[src/rtl/wul_pkg.sv]
package wul_pkg;
  parameter int unsigned WUL_BYTES = 2;

  // Strobes issued by the control to the datapath in one cycle
  typedef struct packed {
    logic [WUL_BYTES-1:0] pendWr;  // clear-by-zero write per pending byte
    logic [WUL_BYTES-1:0] maskWr;  // load per line-mask byte
    logic [7:0]           data;    // write data shared by all strobes
  } wul_strobe_t;
endpackage

[src/rtl/wul_datapath.sv]
module wul_datapath
  import wul_pkg::*;
#(
  parameter int unsigned LINES       = 16,
  parameter int unsigned BYTES       = 2,
  parameter int unsigned SYNC_STAGES = 2
) (
  input  logic             clk,
  input  logic             rstN,
  input  logic [LINES-1:0] lineIn,
  input  wul_strobe_t      strb,
  output logic [LINES-1:0] pendVec,
  output logic [LINES-1:0] lineMask,
  output logic             armedAny,
  output logic             keepArmed
);
  logic [LINES-1:0] lineLvl;
  logic [LINES-1:0] linePrev;
  logic [LINES-1:0] lineEdge;
  logic [LINES-1:0] clrKeep;
  logic [LINES-1:0] pendNext;

  for (genvar i = 0; i < LINES; i++) begin : g_sync
    logic [SYNC_STAGES-1:0] shReg;
    always_ff @(posedge clk or negedge rstN) begin
      if (!rstN) shReg <= '0;
      else       shReg <= {shReg[SYNC_STAGES-2:0], lineIn[i]};
    end
    assign lineLvl[i] = shReg[SYNC_STAGES-1];
  end

  always_ff @(posedge clk or negedge rstN) begin
    if (!rstN) linePrev <= '0;
    else       linePrev <= lineLvl;
  end

  assign lineEdge = lineLvl & ~linePrev;

  for (genvar b = 0; b < BYTES; b++) begin : g_byte
    assign clrKeep[b*8 +: 8] = strb.pendWr[b] ? strb.data : 8'hFF;
    always_ff @(posedge clk or negedge rstN) begin
      if (!rstN)               lineMask[b*8 +: 8] <= '0;
      else if (strb.maskWr[b]) lineMask[b*8 +: 8] <= strb.data;
    end
  end

  // A fresh edge is ORed in after the clear, so setting wins
  assign pendNext = (pendVec & clrKeep) | lineEdge;

  always_ff @(posedge clk or negedge rstN) begin
    if (!rstN) pendVec <= '0;
    else       pendVec <= pendNext;
  end

  assign armedAny  = |(pendVec & lineMask);
  assign keepArmed = |(pendNext & lineMask);
endmodule

[src/rtl/wul_control.sv]
module wul_control
  import wul_pkg::*;
#(
  parameter int unsigned LINES  = 16,
  parameter int unsigned BYTES  = 2,
  parameter int unsigned ADDR_W = 3
) (
  input  logic              clk,
  input  logic              rstN,
  input  logic              regWrEn,
  input  logic [ADDR_W-1:0] regAddr,
  input  logic [7:0]        regWrData,
  input  logic [LINES-1:0]  pendVec,
  input  logic [LINES-1:0]  lineMask,
  input  logic              armedAny,
  input  logic              keepArmed,
  output wul_strobe_t       strb,
  output logic              combLine,
  output logic              chanPend,
  output logic              chanEn,
  output logic [7:0]        regRdData
);
  localparam logic [ADDR_W-1:0] CTRL_ADDR = ADDR_W'(2 * BYTES);

  logic ctrlWr;
  logic gapQ;
  logic combPrev;
  logic chanRise;

  always_comb begin
    strb.data = regWrData;
    for (int b = 0; b < BYTES; b++) begin
      strb.pendWr[b] = regWrEn && (regAddr == ADDR_W'(b));
      strb.maskWr[b] = regWrEn && (regAddr == ADDR_W'(BYTES + b));
    end
  end

  assign ctrlWr = regWrEn && (regAddr == CTRL_ADDR);

  // One-clock gap after a clear that leaves enabled bits pending
  always_ff @(posedge clk or negedge rstN) begin
    if (!rstN) gapQ <= 1'b0;
    else       gapQ <= (|strb.pendWr) && keepArmed;
  end

  assign combLine = armedAny && !gapQ;

  always_ff @(posedge clk or negedge rstN) begin
    if (!rstN) combPrev <= 1'b0;
    else       combPrev <= combLine;
  end

  assign chanRise = combLine && !combPrev;

  always_ff @(posedge clk or negedge rstN) begin
    if (!rstN) begin
      chanPend <= 1'b0;
      chanEn   <= 1'b0;
    end else begin
      if (chanRise)                      chanPend <= 1'b1;
      else if (ctrlWr && !regWrData[0])  chanPend <= 1'b0;
      if (ctrlWr)                        chanEn   <= regWrData[1];
    end
  end

  always_comb begin
    regRdData = '0;
    for (int b = 0; b < BYTES; b++) begin
      if (regAddr == ADDR_W'(b))         regRdData = pendVec[b*8 +: 8];
      if (regAddr == ADDR_W'(BYTES + b)) regRdData = lineMask[b*8 +: 8];
    end
    if (regAddr == CTRL_ADDR) regRdData = {6'b0, chanEn, chanPend};
  end
endmodule

[src/rtl/wul_aggregator.sv]
module wul_aggregator
  import wul_pkg::*;
#(
  parameter int unsigned SYNC_STAGES = 2
) (
  input  logic                   clk,
  input  logic                   rstN,
  input  logic [8*WUL_BYTES-1:0] lineIn,
  input  logic                   regWrEn,
  input  logic [2:0]             regAddr,
  input  logic [7:0]             regWrData,
  output logic [7:0]             regRdData,
  output logic                   combLine,
  output logic                   chanReq
);
  localparam int unsigned BYTES  = WUL_BYTES;
  localparam int unsigned LINES  = 8 * BYTES;
  localparam int unsigned ADDR_W = 3;

  wul_strobe_t      strb;
  logic [LINES-1:0] pendVec;
  logic [LINES-1:0] lineMask;
  logic             armedAny;
  logic             keepArmed;
  logic             chanPend;
  logic             chanEn;

  wul_datapath #(.LINES(LINES), .BYTES(BYTES), .SYNC_STAGES(SYNC_STAGES)) u_dp (
    .clk(clk), .rstN(rstN), .lineIn(lineIn), .strb(strb),
    .pendVec(pendVec), .lineMask(lineMask),
    .armedAny(armedAny), .keepArmed(keepArmed)
  );

  wul_control #(.LINES(LINES), .BYTES(BYTES), .ADDR_W(ADDR_W)) u_ctl (
    .clk(clk), .rstN(rstN), .regWrEn(regWrEn), .regAddr(regAddr),
    .regWrData(regWrData), .pendVec(pendVec), .lineMask(lineMask),
    .armedAny(armedAny), .keepArmed(keepArmed), .strb(strb),
    .combLine(combLine), .chanPend(chanPend), .chanEn(chanEn),
    .regRdData(regRdData)
  );

  assign chanReq = chanPend && chanEn;
endmodule

[config.mk]
export PLATFORM = sky130hd
export DESIGN_NAME = wul_aggregator
export DESIGN_NICKNAME = d
export VERILOG_FILES = /design/src/rtl/wul_pkg.sv /design/src/rtl/wul_datapath.sv /design/src/rtl/wul_control.sv /design/src/rtl/wul_aggregator.sv
export SDC_FILE = /design/constraint.sdc
export NUM_CORES = 1
export LEC_CHECK = 0
export BUFFER_PORTS_ARGS = -buffer_cell sky130_fd_sc_hd__buf_2
export CAP_MARGIN = 20
export CORE_MARGIN = 5
export CORE_UTILIZATION = 60
export DETAILED_ROUTE_END_ITERATION = 8
export GPL_ROUTABILITY_DRIVEN = 0
export GPL_TIMING_DRIVEN = 0
export PLACE_DENSITY = 0.79
export SYNTH_ARGS = -nofsm -noshare
export SYNTH_HDL_FRONTEND = slang
export SYNTH_SLANG_ARGS = --single-unit
export TNS_END_PERCENT = 100
[constraint.sdc]
create_clock -name clk -period 2.85 [get_ports clk]
set_input_delay 0.7125 -clock clk [delete_from_list [all_inputs] [get_ports clk]]
set_output_delay 0.7125 -clock clk [all_outputs]
set_load 0.02 [all_outputs]
==> metrics.cfg, run 1 <==
[sta]
rsz0062_at_grt=false
post-route-period-util=0.963
finalMaxSlewViolations=0
min_period_ns=2.74
hold_viol=0
fin_ws_ns=0.106
holdWs_ns=0.313
tightest_slew_ns=0.590
fin_skew_ns=0.0100
relSlewSlack=0.607
fmax_mhz=364
setup-violations-final=0
fin_tns_setup_ns=0

[routing]
wl_per_cell_um=17.6
vias=2141
first_pass_iters=4
top_layer_used=met4
drtIter0Drc=143
met3_length_um=438
route.met2.wl_mm=3.10
drc=0
drt_wl_total_mm=6.48
routed_via_density=5.82
wl_met1_mm=2.79
drtAntennaViolNets=0

[layout]
n_fill_cell=393
drive_gt1_frac=0.287
diodes=0
nets=323
final_area_um2=3810
syn2layout_area_growth_pct=16.1
fin_cells=368

[placement]
dpl.hpwl_mm=4.52
post-place-cells=354
port_buffers=39
dpl_cell_area_um2=3590
dp_slack_ns=0.0723

[floorplan]
core_region_area_um2=5410
rows=27
die_w_um=83.9
start_util=0.607
pin_count=40
die_area_um2=7040
fp.dieH_um=83.9

[critical_path]
worstReg2RegStart=u_dp.pendVec[12]$_DFF_PN0_
arrival_ns=2.03
cp_slowest_cell=buf_1
path_class=in -> out
cp.required_ns=2.14
worst-path-max-fanout=10
slowest_delay_ns=0.47
cp_common_cell=buf_2
critPathLaunchType=primary input
critPathCaptureType=output port
path_cells=buf_2 > buf_1 > mux4_2 > nor2b_1 > buf_2
crit_start=regAddr[0]

[power_and_ir_drop]
irDropWorstVdd_mv=0.419
power_density_nw_per_um2=685
leakage_nw=1.59

[synth]
synth_ff_type=dfrtp_1
synth_area_leader_cell=dfrtp_1
syn_area_um2=3280
async_flop_share=1.00
synth_cell_types=30
postSynthAreaPerCell_um2=13.6
syn_inst=242
synth_nets=272
netlist.area_leader.share=0.641
synth.ff_latch_count=84
yosys_warnings=0
synth_area_leaders=dfrtp_1, mux2_2, mux4_2
synth-seq-area-share=0.641
synth_edf_count=0

[hold_path]
worst_hold_path_type=in -> async

[cts]
clockBufferDepth=2
cts_buffers=9
clk_pin_slew_ns=0.08
cts-root-buf=clkbuf_8
clock_sinks=84
cts_tree=done
htree_levels=3
clk-insertion-delay-late_ns=0.35
post-cts-setup-buffer-count=0

[global_routing]
grt_max_degree=54
overflow=0
grt_use_total=0.206
grt_pass1_vias=2291
antenna_found_initial=0
grt_pass1_wl_mm=11.1

[flow_run]
maxCapViolCount=0

[run_status]
status=finished, final reports clean

## cells by family after synthesis
family                 Yosys count  synth area share
AO/OA/AOI/OAI                   52            0.0946
AND/OR/NAND/NOR                 73             0.139
multiplexers                    25             0.113
buffers and inverters            8            0.0122
flip-flops                      84             0.641
## cell type report
| type | instances | area, um^2 | area share |
|---|---|---|---|
| Sequential cell | 84 | 2100 | 0.552 |
| Multi-Input combinational cell | 150 | 1140 | 0.299 |
| Timing Repair Buffer | 40 | 225 | 0.0592 |
| Clock buffer | 13 | 179 | 0.0470 |
| Tap cell | 72 | 90.1 | 0.0237 |
| Buffer | 6 | 35.0 | 0.00920 |
| Clock inverter | 1 | 30.0 | 0.00789 |
| Inverter | 2 | 7.51 | 0.00197 |
## cells in the mapped netlist (3+ instances only)
library cell and instances:
dfrtp_1 84, o21ai_0 32, nor2b_1 23, mux2_2 17
nand2b_1 16, nor3_1 14, mux4_2 8, o22ai_1 8
a221oi_1 4, a22o_1 4, a21o_1 3, nand3_1 3
nor2_1 3
## layer usage
layer / up-vias / global-route usage
met5: - / 0
met3: 16 / 0.0701
met1: 1062 / 0.259
met4: 0 / 0.0994
met2: 85 / 0.320
li1: 978 / -
## critical path: cells and delay by family
family	cells	cell delay (ns)
AND/OR/NAND/NOR	1	0.15
buffers and inverters	3	0.77
multiplexers	1	0.39
## per-stage QoR
stage | power, W | util
finish | 0.00261 | 0.704
global placement | 0.00173 | 0.659
global route | 0.00272 | 0.704
detailed placement | 0.00175 | 0.665
CTS | 0.00262 | 0.704
floorplan | 0.00160 | -
## repair_timing
item                                    4_1_cts  5_1_grt
hold buffers                                  0        0
resized for setup                             0        1
endpoints found under the setup margin        0        1
## power by group
group	switching (W)	internal, W	leakage [nW]
Clock	0.000380	0.000491	0.108
Combinational	0.000180	0.000176	0.537
Sequential	0.0000823	0.00130	0.945
## worst paths after layout
kind                                                      endpoint  slack, ns  depth (start not counted)
worst min-delay path                  u_dp.lineMask[9]$_DFFE_PN0P_       0.31                          1
worst max register to register          u_ctl.chanPend$_DFFE_PN0P_       1.30                          5
worst max-delay path                                  regRdData[5]       0.11                          5
min in group clk                u_dp.g_sync[10].shReg[1]$_DFF_PN0_       0.35                          0
max in group asynchronous                u_dp.pendVec[5]$_DFF_PN0_       1.96                          2
worst min register to register  u_dp.g_sync[10].shReg[1]$_DFF_PN0_       0.35                          0
## cells in the final DEF (no fill, tap or decap)
cell type	n
nand2_1	2
o21ai_0	32
a221oi_1	4
and4_1	1
dfrtp_1	84
clkbuf_1	2
bufinv_16	1
clkbuf_8	13
buf_4	1
nor2_1	3
inv_1	2
a22o_1	4
and3b_1	2
o22ai_1	8
and3_1	1
nor3_2	1
buf_2	39
nand4bb_1	1
nand2b_1	16
nor3b_1	2
nor3_1	14
and2_1	1
nor2b_1	23
nor4_1	1
buf_16	1
buf_6	1
or4b_4	1
buf_1	1
clkbuf_4	1
a21o_1	3
mux4_2	8
nor4_2	1
nand3_1	3
a211oi_1	1
mux2_2	17
## sequential cells by signal (all words and copies together), names as in the netlist
name               cells
u_ctl.combPrev         1
u_dp.pendVec          16
u_ctl.chanPend         1
u_ctl.gapQ             1
u_dp.linePrev         16
u_dp.lineMask         16
u_dp.g_sync.shReg     32
u_ctl.chanEn           1
Power figures use the tool's default switching activity.
==> run 2: changes to the inputs <==
--- a/config.mk
+++ b/config.mk
@@ -8,11 +8,11 @@
 export BUFFER_PORTS_ARGS = -buffer_cell sky130_fd_sc_hd__buf_2
 export CAP_MARGIN = 20
 export CORE_MARGIN = 5
-export CORE_UTILIZATION = 60
+export CORE_UTILIZATION = 51
 export DETAILED_ROUTE_END_ITERATION = 8
 export GPL_ROUTABILITY_DRIVEN = 0
 export GPL_TIMING_DRIVEN = 0
-export PLACE_DENSITY = 0.79
+export PLACE_DENSITY = 0.71
 export SYNTH_ARGS = -nofsm -noshare
 export SYNTH_HDL_FRONTEND = slang
 export SYNTH_SLANG_ARGS = --single-unit
==> constraint.sdc (replaced) <==
create_clock -name clk -period 2.23 [get_ports clk]
set_input_delay 0.5575 -clock clk [delete_from_list [all_inputs] [get_ports clk]]
set_output_delay 0.5575 -clock clk [all_outputs]
set_load 0.02 [all_outputs]
==> metrics.cfg, run 2 (same netlist as run 1, synthesis figures left out) <==
[run_status]
status=complete, but fails checks
violations=negative setup slack

[cts]
htree_levels=3
clock_sinks=84
clk-insertion-delay-late_ns=0.35
cts_tree=done
cts-root-buf=clkbuf_8
clk_pin_slew_ns=0.08
cts_buffers=9
clockBufferDepth=2

[routing]
wl_per_cell_um=17.7
vias=2131
routed_via_density=5.62
drtIter0Drc=159
drtAntennaViolNets=0
first_pass_iters=4
drt_wl_total_mm=6.72
drc=0

[placement]
dpl_cell_area_um2=3600
dpl.hpwl_mm=4.62
port_buffers=39

[sta]
fmax_mhz=436
tightest_slew_ns=0.521
finalMaxSlewViolations=0
relSlewSlack=0.651
setup-violations-final=1
rsz0062_at_grt=true
min_period_ns=2.29
fin_ws_ns=-0.0612
post-route-period-util=1.03
hold_viol=0
fin_skew_ns=0.00583

[layout]
final_cell_mix=dfrtp_1, buf_2, o21ai_0
nets=327
syn2layout_area_growth_pct=21.3
layout_commonest_cell=dfrtp_1
largest_reg_flops=32
top_register=u_dp.g_sync.shReg
drive_gt1_frac=0.328
final_area_um2=3980
diodes=0

[global_routing]
met1_usage=0.233
grt_max_degree=54
overflow=0
busiest_layer=met2
grt_use_total=0.173
use_met2=0.257
antenna_found_initial=0
grt_pass1_vias=2186
grt_pass1_wl_mm=11.0
use_met3=0.0518

[power_and_ir_drop]
leakage_nw=1.66
irDropWorstVdd_mv=0.602
power_density_nw_per_um2=899
finalPower_w=0.00357

[critical_path]
worst-path-max-fanout=2
critPathCaptureType=output port
arrival_ns=1.73
path_class=reg -> out
cp.required_ns=1.67
critPathLaunchType=flop

[floorplan]
rows=29
pin_count=40
start_util=0.519
die_area_um2=8130
fp.dieH_um=90.2
die_w_um=90.2
core_region_area_um2=6310

[flow_run]
maxCapViolCount=0

[hold_path]
worst_hold_path_type=in -> async

[run 2: cell count changes in the layout (fill, tap and decap cells not counted), sizes merged]
cell	before	now
bufinv	1	3
clkbuf	16	13
buf	43	47
clkinv	0	2
clkinvlp	0	1
[run 2: cell type report]
type / count / area, um^2
clock buffer: 10 / 138
timing repair buffer: 45 / 310
tap: 77 / 96.3
sequential: 84 / 2100
buffer: 5 / 45.0
inverter: 2 / 7.51
fill: 492 / 2340
multi-input combinational: 150 / 1170
clock inverter: 6 / 111
[run 2: timing repair]
item,4_1_cts,5_1_grt
resized for setup,11,11
pin swaps,2,2
hold buffers,0,0
setup buffers,2,2
endpoints found under the setup margin,9,4
gates cloned,0,1
[run 2: worst max-delay path, stage by stage, from the launching register on]
cell	delay, ns
dfrtp_1	0.41
a22o_1	0.25
a221oi_2	0.25
and4_1	0.28
nor2_2	0.06
buf_6	0.12
[run 2: worst paths after layout]
path | to | start | cells past startpoint | slack [ns]
setup / recovery | combLine | u_dp.pendVec[6]$_DFF_PN0_ | 5 | -0.06
hold / removal | u_dp.g_sync[4].shReg[0]$_DFF_PN0_ | rstN | 1 | 0.14
setup reg to reg | u_ctl.chanPend$_DFFE_PN0P_ | u_dp.pendVec[6]$_DFF_PN0_ | 5 | 0.72
hold reg to reg | u_dp.g_sync[7].shReg[1]$_DFF_PN0_ | u_dp.g_sync[7].shReg[0]$_DFF_PN0_ | 0 | 0.35
max in group asynchronous | u_dp.g_sync[6].shReg[1]$_DFF_PN0_ | rstN | 2 | 1.51
min in group clk | u_dp.g_sync[12].shReg[0]$_DFF_PN0_ | lineIn[12] | 1 | 0.30
[run 2: through the flow]
step | utilization | setup TNS [ns] | hold WS, ns | cells | setup WS [ns]
floorplan | - | 0 | 0.262 | 242 | 0.0557
global placement | 0.566 | -2.83 | 0.331 | 358 | -0.238
finish | 0.630 | -0.0612 | 0.136 | 379 | -0.0612
global route | 0.630 | -0.0850 | 0.162 | 379 | -0.0850
CTS | 0.618 | -0.0510 | 0.134 | 376 | -0.0501
detailed placement | 0.570 | -2.09 | 0.335 | 359 | -0.271
[run 2: layer usage]
layer | routed length [um] | vias up
met5 | 0 | -
li1 | - | 988
met1 | 2910 | 1062
met3 | 461 | 11
met4 | 146 | 0
met2 | 3200 | 70
[run 2: where the power goes]
part | switching [W] | internal (W) | leakage, nW
logic | 0.000243 | 0.000263 | 0.596
clock network | 0.000529 | 0.000774 | 0.122
registers | 0.000109 | 0.00166 | 0.945
total | 0.000880 | 0.00269 | 1.66
==> run 3: changes to the inputs <==
--- a/config.mk
+++ b/config.mk
@@ -5,11 +5,11 @@
 export SDC_FILE = /design/constraint.sdc
 export NUM_CORES = 1
 export LEC_CHECK = 0
-export BUFFER_PORTS_ARGS = -buffer_cell sky130_fd_sc_hd__buf_2
 export CAP_MARGIN = 20
 export CORE_MARGIN = 5
-export CORE_UTILIZATION = 51
+export CORE_UTILIZATION = 56
 export DETAILED_ROUTE_END_ITERATION = 8
+export DONT_BUFFER_PORTS = 1
 export GPL_ROUTABILITY_DRIVEN = 0
 export GPL_TIMING_DRIVEN = 0
 export PLACE_DENSITY = 0.71
==> metrics.cfg, run 3 (same netlist as run 1, synthesis figures left out) <==
[run_status]
status=complete, but fails checks
violations=negative hold slack

[sta]
fin_ws_ns=0.0403
rsz0062_at_grt=true
hold_viol=84
post-route-period-util=0.982
min_period_ns=2.19
setup-violations-final=0
finalMaxSlewViolations=0
fin_skew_ns=0.00486
fin_tns_setup_ns=0
tightest_slew_ns=0.524
holdWs_ns=-0.103
fmax_mhz=457
relSlewSlack=0.649

[routing]
drtAntennaViolNets=0
drc=0
wl_per_cell_um=18.6
drt_wl_total_mm=6.15
drtIter0Drc=84
vias=1955
routed_via_density=5.91
first_pass_iters=4

[layout]
layout_commonest_cell=dfrtp_1
drive_gt1_frac=0.201
top_register=u_dp.g_sync.shReg
n_fill_cell=456
nets=285
post-route-util=0.638
syn2layout_area_growth_pct=9.08
final_area_um2=3580
largest_reg_flops=32
final_cell_mix=dfrtp_1, o21ai_0, nor2b_1
diodes=0

[critical_path]
worstRegToRegCells=6
crit_cells=4
critPathCaptureType=output port
path_buf_inv=0
arrival_ns=1.63
path_cells=a22o_1 > a221oi_2 > and4_1 > nor2_2
worstReg2RegStart=u_dp.lineMask[6]$_DFFE_PN0P_
reg2reg_to=u_ctl.chanPend$_DFFE_PN0P_
slowest_delay_ns=0.41
crit_start=u_dp.lineMask[6]$_DFFE_PN0P_
critPathLaunchType=flop
path_delay_family=compound AO/OA/AOI/OAI gates
crit_end=combLine
cp.required_ns=1.67
path_class=reg -> out
cp_slowest_cell=dfrtp_1
r2r_slack_ns=0.64
worst-path-max-fanout=3

[floorplan]
core_region_area_um2=5610
pin_count=40
fp.dieH_um=86.5
die_area_um2=7490
die_w_um=86.5
start_util=0.585
rows=27

[hold_path]
worst_hold_path_type=in -> async

[global_routing]
grt_max_degree=85
grt_pass1_wl_mm=10.4
overflow=0
antenna_found_initial=0
grt_pass1_vias=2042
grt_use_total=0.185

[placement]
dpl_cell_area_um2=3370
dpl.hpwl_mm=4.15
port_buffers=0
dp_slack_ns=-0.279

[cts]
clockBufferDepth=2
clk-insertion-delay-late_ns=0.35
clock_sinks=84
cts-root-buf=clkbuf_8
cts_tree=done
cts_buffers=9
clk_pin_slew_ns=0.08
htree_levels=3

[power_and_ir_drop]
irDropWorstVdd_mv=0.469
power_density_nw_per_um2=858
leakage_nw=1.41

[flow_run]
maxCapViolCount=0

run 3: cell types whose count changed in the layout (fill, tap and decap cells not counted), moves of 2 or more:
cell	delta
buf_6	-4
clkbuf_1	+2
bufinv_16	-3
buf_2	-34
run 3: per-layer routing:
layer | share of wire | wire length, um | global-route usage | vias up
li1 | - | - | - | 902
met1 | 0.43 | 2630 | 0.245 | 975
met2 | 0.47 | 2910 | 0.277 | 63
met3 | 0.074 | 453 | 0.0542 | 15
met4 | 0.026 | 157 | 0.0935 | 0
met5 | 0 | 0 | 0 | -
run 3: metrics by stage:
step                      std cells  total power (W)
after global placement          314          0.00213
after floorplan                 242          0.00205
after global routing            331          0.00322
after detailed placement        314          0.00214
after CTS                       330          0.00308
final                           331          0.00307
run 3: how the worst min path moves through the flow:
stage,start,end,cells after the start,slack (ns)
finish,rstN,u_dp.g_sync[3].shReg[1]$_DFF_PN0_,0,-0.10
global route,rstN,u_dp.g_sync[3].shReg[1]$_DFF_PN0_,0,-0.13
CTS,rstN,u_dp.linePrev[3]$_DFF_PN0_,0,-0.12
detailed placement,rstN,u_dp.linePrev[3]$_DFF_PN0_,0,0.26
global placement,rstN,u_dp.pendVec[3]$_DFF_PN0_,0,0.26
floorplan,rstN,u_ctl.chanEn$_DFFE_PN0P_,0,0.26
run 3: what timing repair did:
action,in CTS,in global routing
resized for setup,6,2
endpoints found under the setup margin,9,2
hold endpoints to repair,84,84
pin swaps,1,1
buffers inserted,1,1
run 3: final cells by class:
class / instances / area, um^2 / area share
tap: 72 / 90.1 / 0.0252
multi-input combinational: 150 / 1160 / 0.324
sequential: 84 / 2100 / 0.588
clock buffer: 11 / 141 / 0.0395
inverter: 2 / 7.51 / 0.00210
clock inverter: 4 / 26.3 / 0.00735
buffer: 6 / 36.3 / 0.0101
timing repair buffer: 2 / 15.0 / 0.00420
run 3: report_power, final:
part	total, W	internal (W)	switching (W)
clock network	0.000930	0.000427	0.000503
registers	0.00176	0.00166	0.000107
logic	0.000375	0.000196	0.000178
